File: src/rtl/trim_servo_pkg.sv
package trim_servo_pkg;

   function automatic int clamp_int(input int v, input int lo, input int hi);
      if (v < lo) return lo;
      if (v > hi) return hi;
      return v;
   endfunction

endpackage

File: src/rtl/servo_balance.sv
module servo_balance
   import trim_servo_pkg::*;
#(
   parameter int BAL_MAX = 16,
   parameter int BAL_W   = 6
) (
   input  logic                    clk,
   input  logic                    rst_n,
   input  logic                    step_en,
   input  logic                    bit_i,
   input  logic                    run2,
   output logic signed [BAL_W-1:0] bal_o
);

   logic signed [BAL_W-1:0] bal_q;
   int                      delta;
   int                      nxt;

   always_comb begin
      delta = bit_i ? -1 : 1;
      if (run2) delta = delta * 2;
      nxt = clamp_int(int'(bal_q) + delta, -BAL_MAX, BAL_MAX);
   end

   always_ff @(posedge clk or negedge rst_n) begin
      if (!rst_n)       bal_q <= '0;
      else if (step_en) bal_q <= BAL_W'(nxt);
   end

   assign bal_o = bal_q;

   // balance never leaves its range
   p_bal_range_r7: assert property (@(posedge clk) disable iff (!rst_n)
      (int'(bal_q) <= BAL_MAX) && (int'(bal_q) >= -BAL_MAX));

   // no step, no change
   p_bal_hold_r8: assert property (@(posedge clk) disable iff (!rst_n)
      !step_en |=> $stable(bal_q));

   // a zero below the top stop raises the balance
   p_bal_up_r3: assert property (@(posedge clk) disable iff (!rst_n)
      (step_en && !bit_i && (int'(bal_q) < BAL_MAX)) |=> (bal_q > $past(bal_q)));

endmodule

File: src/rtl/servo_line.sv
module servo_line
   import trim_servo_pkg::*;
#(
   parameter int LINE_W     = 4,
   parameter bit UP_ON_ZERO = 1'b1
) (
   input  logic              clk,
   input  logic              rst_n,
   input  logic              step_en,
   input  logic              bit_i,
   output logic [LINE_W-1:0] trim_o
);

   localparam int LMAX = (1 << LINE_W) - 1;
   localparam int LMID = 1 << (LINE_W - 1);

   logic [LINE_W-1:0] trim_q;
   int                nxt;

   always_comb begin
      if ((bit_i == 1'b0) == UP_ON_ZERO) nxt = clamp_int(int'(trim_q) + 1, 0, LMAX);
      else                                nxt = clamp_int(int'(trim_q) - 1, 0, LMAX);
   end

   always_ff @(posedge clk or negedge rst_n) begin
      if (!rst_n)       trim_q <= LINE_W'(LMID);
      else if (step_en) trim_q <= LINE_W'(nxt);
   end

   assign trim_o = trim_q;

   // no run of four, no movement
   p_line_hold_r6: assert property (@(posedge clk) disable iff (!rst_n)
      !step_en |=> $stable(trim_q));

   // a step at an end stop leaves the trim there
   p_line_sat_r7: assert property (@(posedge clk) disable iff (!rst_n)
      (step_en && (trim_q == LINE_W'(LMAX)) && ((bit_i == 1'b0) == UP_ON_ZERO))
      |=> (trim_q == LINE_W'(LMAX)));

endmodule

File: src/rtl/servo_thermo.sv
module servo_thermo #(
   parameter int TRIM_W = 8,
   parameter int MW     = 5,
   parameter int DIV    = 4
) (
   input  logic [MW-1:0]     mag,
   output logic [TRIM_W-1:0] code
);

   localparam int HALF = TRIM_W / 2;

   int ones;

   always_comb ones = HALF + (int'(mag) + DIV - 1) / DIV;

   for (genvar i = 0; i < TRIM_W; i++) begin : g_tap
      assign code[i] = (ones > i);
   end

endmodule

File: src/rtl/servo_limit.sv
module servo_limit #(
   parameter int LIMIT_RUN = 16
) (
   input  logic clk,
   input  logic rst_n,
   input  logic acc,
   input  logic at_stop,
   output logic flag_o
);

   localparam int CW = $clog2(LIMIT_RUN + 1);

   logic [CW-1:0] cnt_q;
   logic          flag_q;

   always_ff @(posedge clk or negedge rst_n) begin
      if (!rst_n) begin
         cnt_q  <= '0;
         flag_q <= 1'b0;
      end else if (acc) begin
         if (at_stop) begin
            if (cnt_q != CW'(LIMIT_RUN)) cnt_q <= cnt_q + 1'b1;
            if (cnt_q == CW'(LIMIT_RUN - 1)) flag_q <= 1'b1;
         end else begin
            cnt_q <= '0;
         end
      end
   end

   assign flag_o = flag_q;

   // the alarm is sticky
   p_flag_sticky_r9: assert property (@(posedge clk) disable iff (!rst_n)
      flag_q |=> flag_q);

   // the alarm only rises on an accepted pinned bit
   p_flag_cause_r9: assert property (@(posedge clk) disable iff (!rst_n)
      (!flag_q && !(acc && at_stop)) |=> !flag_q);

endmodule

File: src/rtl/trim_servo.sv
module trim_servo #(
   parameter int TRIM_W    = 8,
   parameter int LINE_W    = 4,
   parameter int BAL_MAX   = 16,
   parameter int RUN_LONG  = 4,
   parameter int LIMIT_RUN = 16
) (
   input  logic                                clk,
   input  logic                                rst_n,
   input  logic                                cal_en,
   input  logic                                raw_vld,
   input  logic                                raw_bit,
   output logic                                out_vld,
   output logic                                out_bit,
   output logic [TRIM_W-1:0]                   trim_inv_a,
   output logic [TRIM_W-1:0]                   trim_inv_b,
   output logic [LINE_W-1:0]                   trim_line_a,
   output logic [LINE_W-1:0]                   trim_line_b,
   output logic                                cal_limit,
   output logic signed [$clog2(BAL_MAX)+1:0]   stat_balance
);

   localparam int BAL_W = $clog2(BAL_MAX) + 2;
   localparam int HALF  = TRIM_W / 2;
   localparam int DIV   = BAL_MAX / HALF;
   localparam int HIST  = RUN_LONG - 1;
   localparam int HN_W  = $clog2(HIST + 1);
   localparam int LMAX  = (1 << LINE_W) - 1;

   if (TRIM_W % 2 != 0 || TRIM_W < 2) begin : g_bad_trim
      $error("TRIM_W must be even and at least 2");
   end
   if (BAL_MAX % HALF != 0) begin : g_bad_bal
      $error("BAL_MAX must be a multiple of TRIM_W/2");
   end
   if (RUN_LONG < 3 || LINE_W < 2) begin : g_bad_run
      $error("RUN_LONG must be at least 3 and LINE_W at least 2");
   end

   // bit history, newest in bit 0
   logic [HIST-1:0] hist_q;
   logic [HN_W-1:0] hist_n_q;
   logic            run2, run_long;

   always_ff @(posedge clk or negedge rst_n) begin
      if (!rst_n) begin
         hist_q   <= '0;
         hist_n_q <= '0;
         out_vld  <= 1'b0;
         out_bit  <= 1'b0;
      end else begin
         out_vld <= raw_vld;
         if (raw_vld) begin
            out_bit <= raw_bit;
            hist_q  <= {hist_q[HIST-2:0], raw_bit};
            if (hist_n_q != HN_W'(HIST)) hist_n_q <= hist_n_q + 1'b1;
         end
      end
   end

   assign run2     = (hist_n_q != '0) && (hist_q[0] == raw_bit);
   assign run_long = (hist_n_q == HN_W'(HIST)) && (hist_q == {HIST{raw_bit}});

   // balance counter
   logic signed [BAL_W-1:0] bal;
   logic                    step_en;

   assign step_en = raw_vld && cal_en;

   servo_balance #(.BAL_MAX(BAL_MAX), .BAL_W(BAL_W)) u_bal (
      .clk(clk), .rst_n(rst_n), .step_en(step_en),
      .bit_i(raw_bit), .run2(run2), .bal_o(bal)
   );

   // thermometer taps, one side at a time
   logic [BAL_W-1:0] neg_bal;
   logic [BAL_W-2:0] mag [2];
   logic [TRIM_W-1:0] inv_code [2];

   assign neg_bal = -bal;
   assign mag[0]  = (bal > 0) ? bal[BAL_W-2:0]     : '0;
   assign mag[1]  = (bal < 0) ? neg_bal[BAL_W-2:0] : '0;

   for (genvar s = 0; s < 2; s++) begin : g_inv
      servo_thermo #(.TRIM_W(TRIM_W), .MW(BAL_W-1), .DIV(DIV)) u_th (
         .mag(mag[s]), .code(inv_code[s])
      );
   end

   // coupling line trims, mirrored directions
   logic [LINE_W-1:0] line [2];

   for (genvar s = 0; s < 2; s++) begin : g_line
      servo_line #(.LINE_W(LINE_W), .UP_ON_ZERO(s == 0)) u_ln (
         .clk(clk), .rst_n(rst_n), .step_en(step_en && run_long),
         .bit_i(raw_bit), .trim_o(line[s])
      );
   end

   // end-stop alarm
   logic at_stop;

   assign at_stop = (int'(bal) == BAL_MAX) || (int'(bal) == -BAL_MAX) ||
                    (line[0] == '0) || (line[0] == LINE_W'(LMAX)) ||
                    (line[1] == '0) || (line[1] == LINE_W'(LMAX));

   servo_limit #(.LIMIT_RUN(LIMIT_RUN)) u_lim (
      .clk(clk), .rst_n(rst_n), .acc(raw_vld), .at_stop(at_stop), .flag_o(cal_limit)
   );

   assign trim_inv_a   = inv_code[0];
   assign trim_inv_b   = inv_code[1];
   assign trim_line_a  = line[0];
   assign trim_line_b  = line[1];
   assign stat_balance = bal;

   // forwarding with one cycle of latency
   p_fwd_bit_r2: assert property (@(posedge clk) disable iff (!rst_n)
      raw_vld |=> (out_vld && (out_bit == $past(raw_bit))));

   p_fwd_idle_r2: assert property (@(posedge clk) disable iff (!rst_n)
      !raw_vld |=> !out_vld);

   // only one inverter trimmed above mid-scale
   p_one_side_r5: assert property (@(posedge clk) disable iff (!rst_n)
      !(($countones(trim_inv_a) > HALF) && ($countones(trim_inv_b) > HALF)));

   // line trims move in opposite directions
   p_line_mirror_r6: assert property (@(posedge clk) disable iff (!rst_n)
      (step_en && run_long && !raw_bit && (line[0] != LINE_W'(LMAX)) && (line[1] != '0))
      |=> ((trim_line_a == $past(trim_line_a) + 1'b1) &&
           (trim_line_b == $past(trim_line_b) - 1'b1)));

endmodule

File: config.mk
export PLATFORM = sky130hd
export DESIGN_NAME = trim_servo
export DESIGN_NICKNAME = d
export VERILOG_FILES = /design/src/rtl/trim_servo_pkg.sv /design/src/rtl/servo_balance.sv /design/src/rtl/servo_line.sv /design/src/rtl/servo_thermo.sv /design/src/rtl/servo_limit.sv /design/src/rtl/trim_servo.sv
export SDC_FILE = /design/constraint.sdc
export NUM_CORES = 1
export LEC_CHECK = 0
export ABC_AREA = 1
export ABC_CLOCK_PERIOD_IN_PS = 10200
export BUFFER_PORTS_ARGS = -buffer_cell sky130_fd_sc_hd__clkbuf_2
export CORE_UTILIZATION = 50
export CTS_BUF_LIST = sky130_fd_sc_hd__clkbuf_4
export CTS_CLUSTER_SIZE = 14
export DETAILED_ROUTE_END_ITERATION = 8
export PLACE_DENSITY = 0.7
export SYNTH_ARGS = -nofsm -noshare
export SYNTH_HDL_FRONTEND = slang
export SYNTH_SLANG_ARGS = --single-unit
File: constraint.sdc
create_clock -name clk -period 10.2 [get_ports clk]
set_input_delay 0.51 -clock clk [delete_from_list [all_inputs] [get_ports clk]]
set_output_delay 0.51 -clock clk [all_outputs]
set_load 0.02 [all_outputs]
==> results.md <==
- Post-synthesis cell area: 0.00316 mm^2
- Post-DRT Antenna Nets: 0
- Setup TNS: 0 ps
- Relative slew slack: 0.403
- Unrepaired setup endpoints after global routing: false
- Number of synthesized register bits: 26
- Post-synth cell types: 45
- Mapped Nets: 497
- Highest Signal Layer: met4
- CTS Sinks: 26
- RePlAce Congestion: 0.859
- CTS resizes: 0
- Yosys top cell by area: dfrtp_1
- DRC viols: 0
- Largest net degree at the start of global routing: 27
- Worst EP required: 9690 ps
- Ant diodes: 0
- Worst stage delay on the critical path: 770 ps
- Critical Path Start: u_bal.bal_o[5]$_DFFE_PN0P_
- Metal2 WL: 2.96 mm
- Max-cap violations: 0
- Clock Tree Root: clkbuf_4
- Final setup violating endpoints: 0
- Postcts setup bufs: 0
- Synth async-reset ratio: 1.00
- Core Footprint: 0.00599 mm^2
- I/O pin count: 38
- Setup CP Type: flip-flop to output pin
- Clock Latency Late Sink: 330 ps
- IO buf count: 37
- Cell total after placement: 559
- Synth warn: 0
- Seq/Total Area, Yosys: 0.207
- First-pass GRT wire length: 11.5 mm
- Longest Clk Path Bufs: 2
- Global Route Usage Sum: 0.216
- Vias in the first global route: 2,699
- Leak pwr: 1.81 nW
- Critical-path cell list: inv_4 > nor2_1 > nand2_1 > inv_1 > ha_1 > inv_1 > nand4_1 > nand3_2 > nor2_4 > ha_1 > ha_1 > inv_1 > nand3_1 > nand2_1 > o21ai_0 > nor2_1 > a21oi_1 > clkbuf_2
- Initial core utilization: 0.527
- Cell Count, Final, Fillers Out: 563
- Share of layout cells above drive strength 1: 0.158
- FP Rows: 28
- Crit Reg-Reg Startpoint: hist_q[0]$_DFFE_PN0P_
- Layout Skew: 15.1 ps
- Die width: 81.4 um
- Met3 routed WL: 193 um
- First-pass iteration count of the detailed router: 4
- DR vias: 2,898
- Most numerous cell in the Yosys netlist: nand2_1
- Worst path slowest cell: dfrtp_1
- Critical path's top delay family: simple AND/OR/NAND/NOR gates
- Top cell type's share of synthesized area: 0.190
- Mean number of vias per cell: 5.15
- 1st-iter DRT viols: 133
- Pwr/cell area: 313 mW/mm^2
- Met1 wire length: 3.28 mm
- WL per Instance: 11.5 um
- Max-slew violation count: 0
- Die area: 0.00663 mm^2
- Post-synth top cells: nand2_1 (80), inv_1 (74), nor2_1 (60)
- Final #Nets: 534
- Crit. End Element: output pin
- CTS Buf Count: 3
- Hold Path Class: input port to async pin
- Routed WL: 6.47 mm
- Global route overflow: 0
- Maximum vdd ir drop: 0.368 mV
- Crit path arrival time: 3810 ps
- Critical path fanouts, max: 20
- Outcome: finished, final reports clean
- Most used DFF post-synth: dfrtp_1
- Avg Cell Area, Syn: 6.98 um^2
- Number of flops mapped to enable cells by yosys: 0
- Synth Instances: 452
- Initial antenna violation count: 0
- Die Ht: 81.4 um
- Worst-Margin Slew: 890 ps
- Startpoint types: flip-flop
- FILL cells: 597
- Minimum clock period: 4320 ps
- Post-CTS Hold Buffers: 0
- Area grow syn2layout: 9.67%
- Clk pin slew, worst setup/hold paths: 150 ps
- Final hold violation count: 0
- Final std cell area, no fill: 0.00346 mm^2
- CTS tree: yes
- Bufs and invs on worst path: 5
- Post-DP HPWL: 5.19 mm
- Area contributors post-synth: dfrtp_1 (19%), ha_1 (9.9%), fa_1 (9.5%), nand2_1 (9.5%), inv_1 (8.8%)
- Fmax: 0.231 GHz
- Dpl cell area: 0.00341 mm^2
- Htree depth: 1
- Final Cycle Share: 0.424
## layout by cell type (no fill, tap or decap), types with 2 or more instances in the layout
cell      count
clkbuf_2     37
nor2_2        4
nor3_1        9
clkbuf_4      3
nand4_2       2
nand3_2       3
o21ai_0      24
dfrtp_1      24
nand3_1      34
o21ai_2       4
nor2_4        3
o211ai_1      2
nand2_2       4
a31oi_1       4
nand2_1      80
inv_2         5
inv_1        74
nor3_2        2
a21oi_1      24
xnor2_1       2
nor2_1       60
fa_1         15
dfstp_2       2
ha_1         25
xor2_1       11
nand4_1       9
and3_1        2
nor4_1        2
## per-layer routing
| metal | vias up | global-route usage |
|---|---|---|
| li1 | 1527 | - |
| met2 | 44 | 0.362 |
| met4 | 0 | 0.0429 |
| met1 | 1320 | 0.304 |
| met3 | 7 | 0.0178 |
| met5 | - | 0 |
## stage by stage
step           power (mW)  worst slack, ps  hold slack (ps)   util
2_1_floorplan       0.820             6000              214      -
3_3_place_gp         1.00             6090              459  0.569
3_5_place_dp         1.01             5890              461  0.569
4_1_cts              1.09             5850              190  0.578
5_1_grt              1.22             5480              202  0.578
6_report             1.08             5880              178  0.578
## registers in the layout, indices dropped and copies added (netlist names)
name and flops:
hist_q 3, hist_n_q 2, out_vld 1, u_lim.flag_o 1
g_line.u_ln.trim_o 8, u_lim.cnt_q 5, u_bal.bal_o 6
## power breakdown
group          internal (mW)  switching (mW)
clock network         0.0398          0.0322
registers              0.138          0.0525
logic                  0.287           0.534
total                  0.464           0.619
## cell type report
type / count / area [um^2] / share of cell area
multi-input combinational: 339 / 2160 / 0.625
sequential: 26 / 653 / 0.189
inverter: 81 / 307 / 0.0886
timing repair buffer: 38 / 193 / 0.0557
tap: 75 / 93.8 / 0.0271
clock inverter: 1 / 30.0 / 0.00868
clock buffer: 3 / 22.5 / 0.00651
## cells by family (layout without fill, tap and decap cells)
| kind of cell | after synthesis | in the layout | share of synthesized area |
|---|---|---|---|
| AO/OA/AOI/OAI | 64 | 64 | 0.118 |
| XOR/XNOR | 13 | 13 | 0.0361 |
| adder cells (fa/ha/maj) | 40 | 40 | 0.194 |
| buffers and inverters | 87 | 123 | 0.108 |
| flip-flops | 26 | 26 | 0.207 |
| other | 1 | 1 | 0.00119 |
| AND/OR/NAND/NOR | 221 | 221 | 0.336 |
## path summary, 6_finish.rpt
| kind | to | slack (ps) | depth (start not counted) |
|---|---|---|---|
| max | trim_inv_b[6] | 5880 | 18 |
| min | u_lim.cnt_q[4]$_DFFE_PN0P_ | 180 | 1 |
| max reg2reg | u_bal.bal_o[1]$_DFFE_PN0P_ | 6250 | 20 |
| min reg2reg | u_lim.flag_o$_DFFE_PN0P_ | 490 | 1 |
| max in group asynchronous | hist_q[2]$_DFFE_PN0P_ | 9590 | 1 |
| min in group clk | out_vld$_DFF_PN0_ | 420 | 1 |
Note: power is estimated with default switching activity, not from simulation.
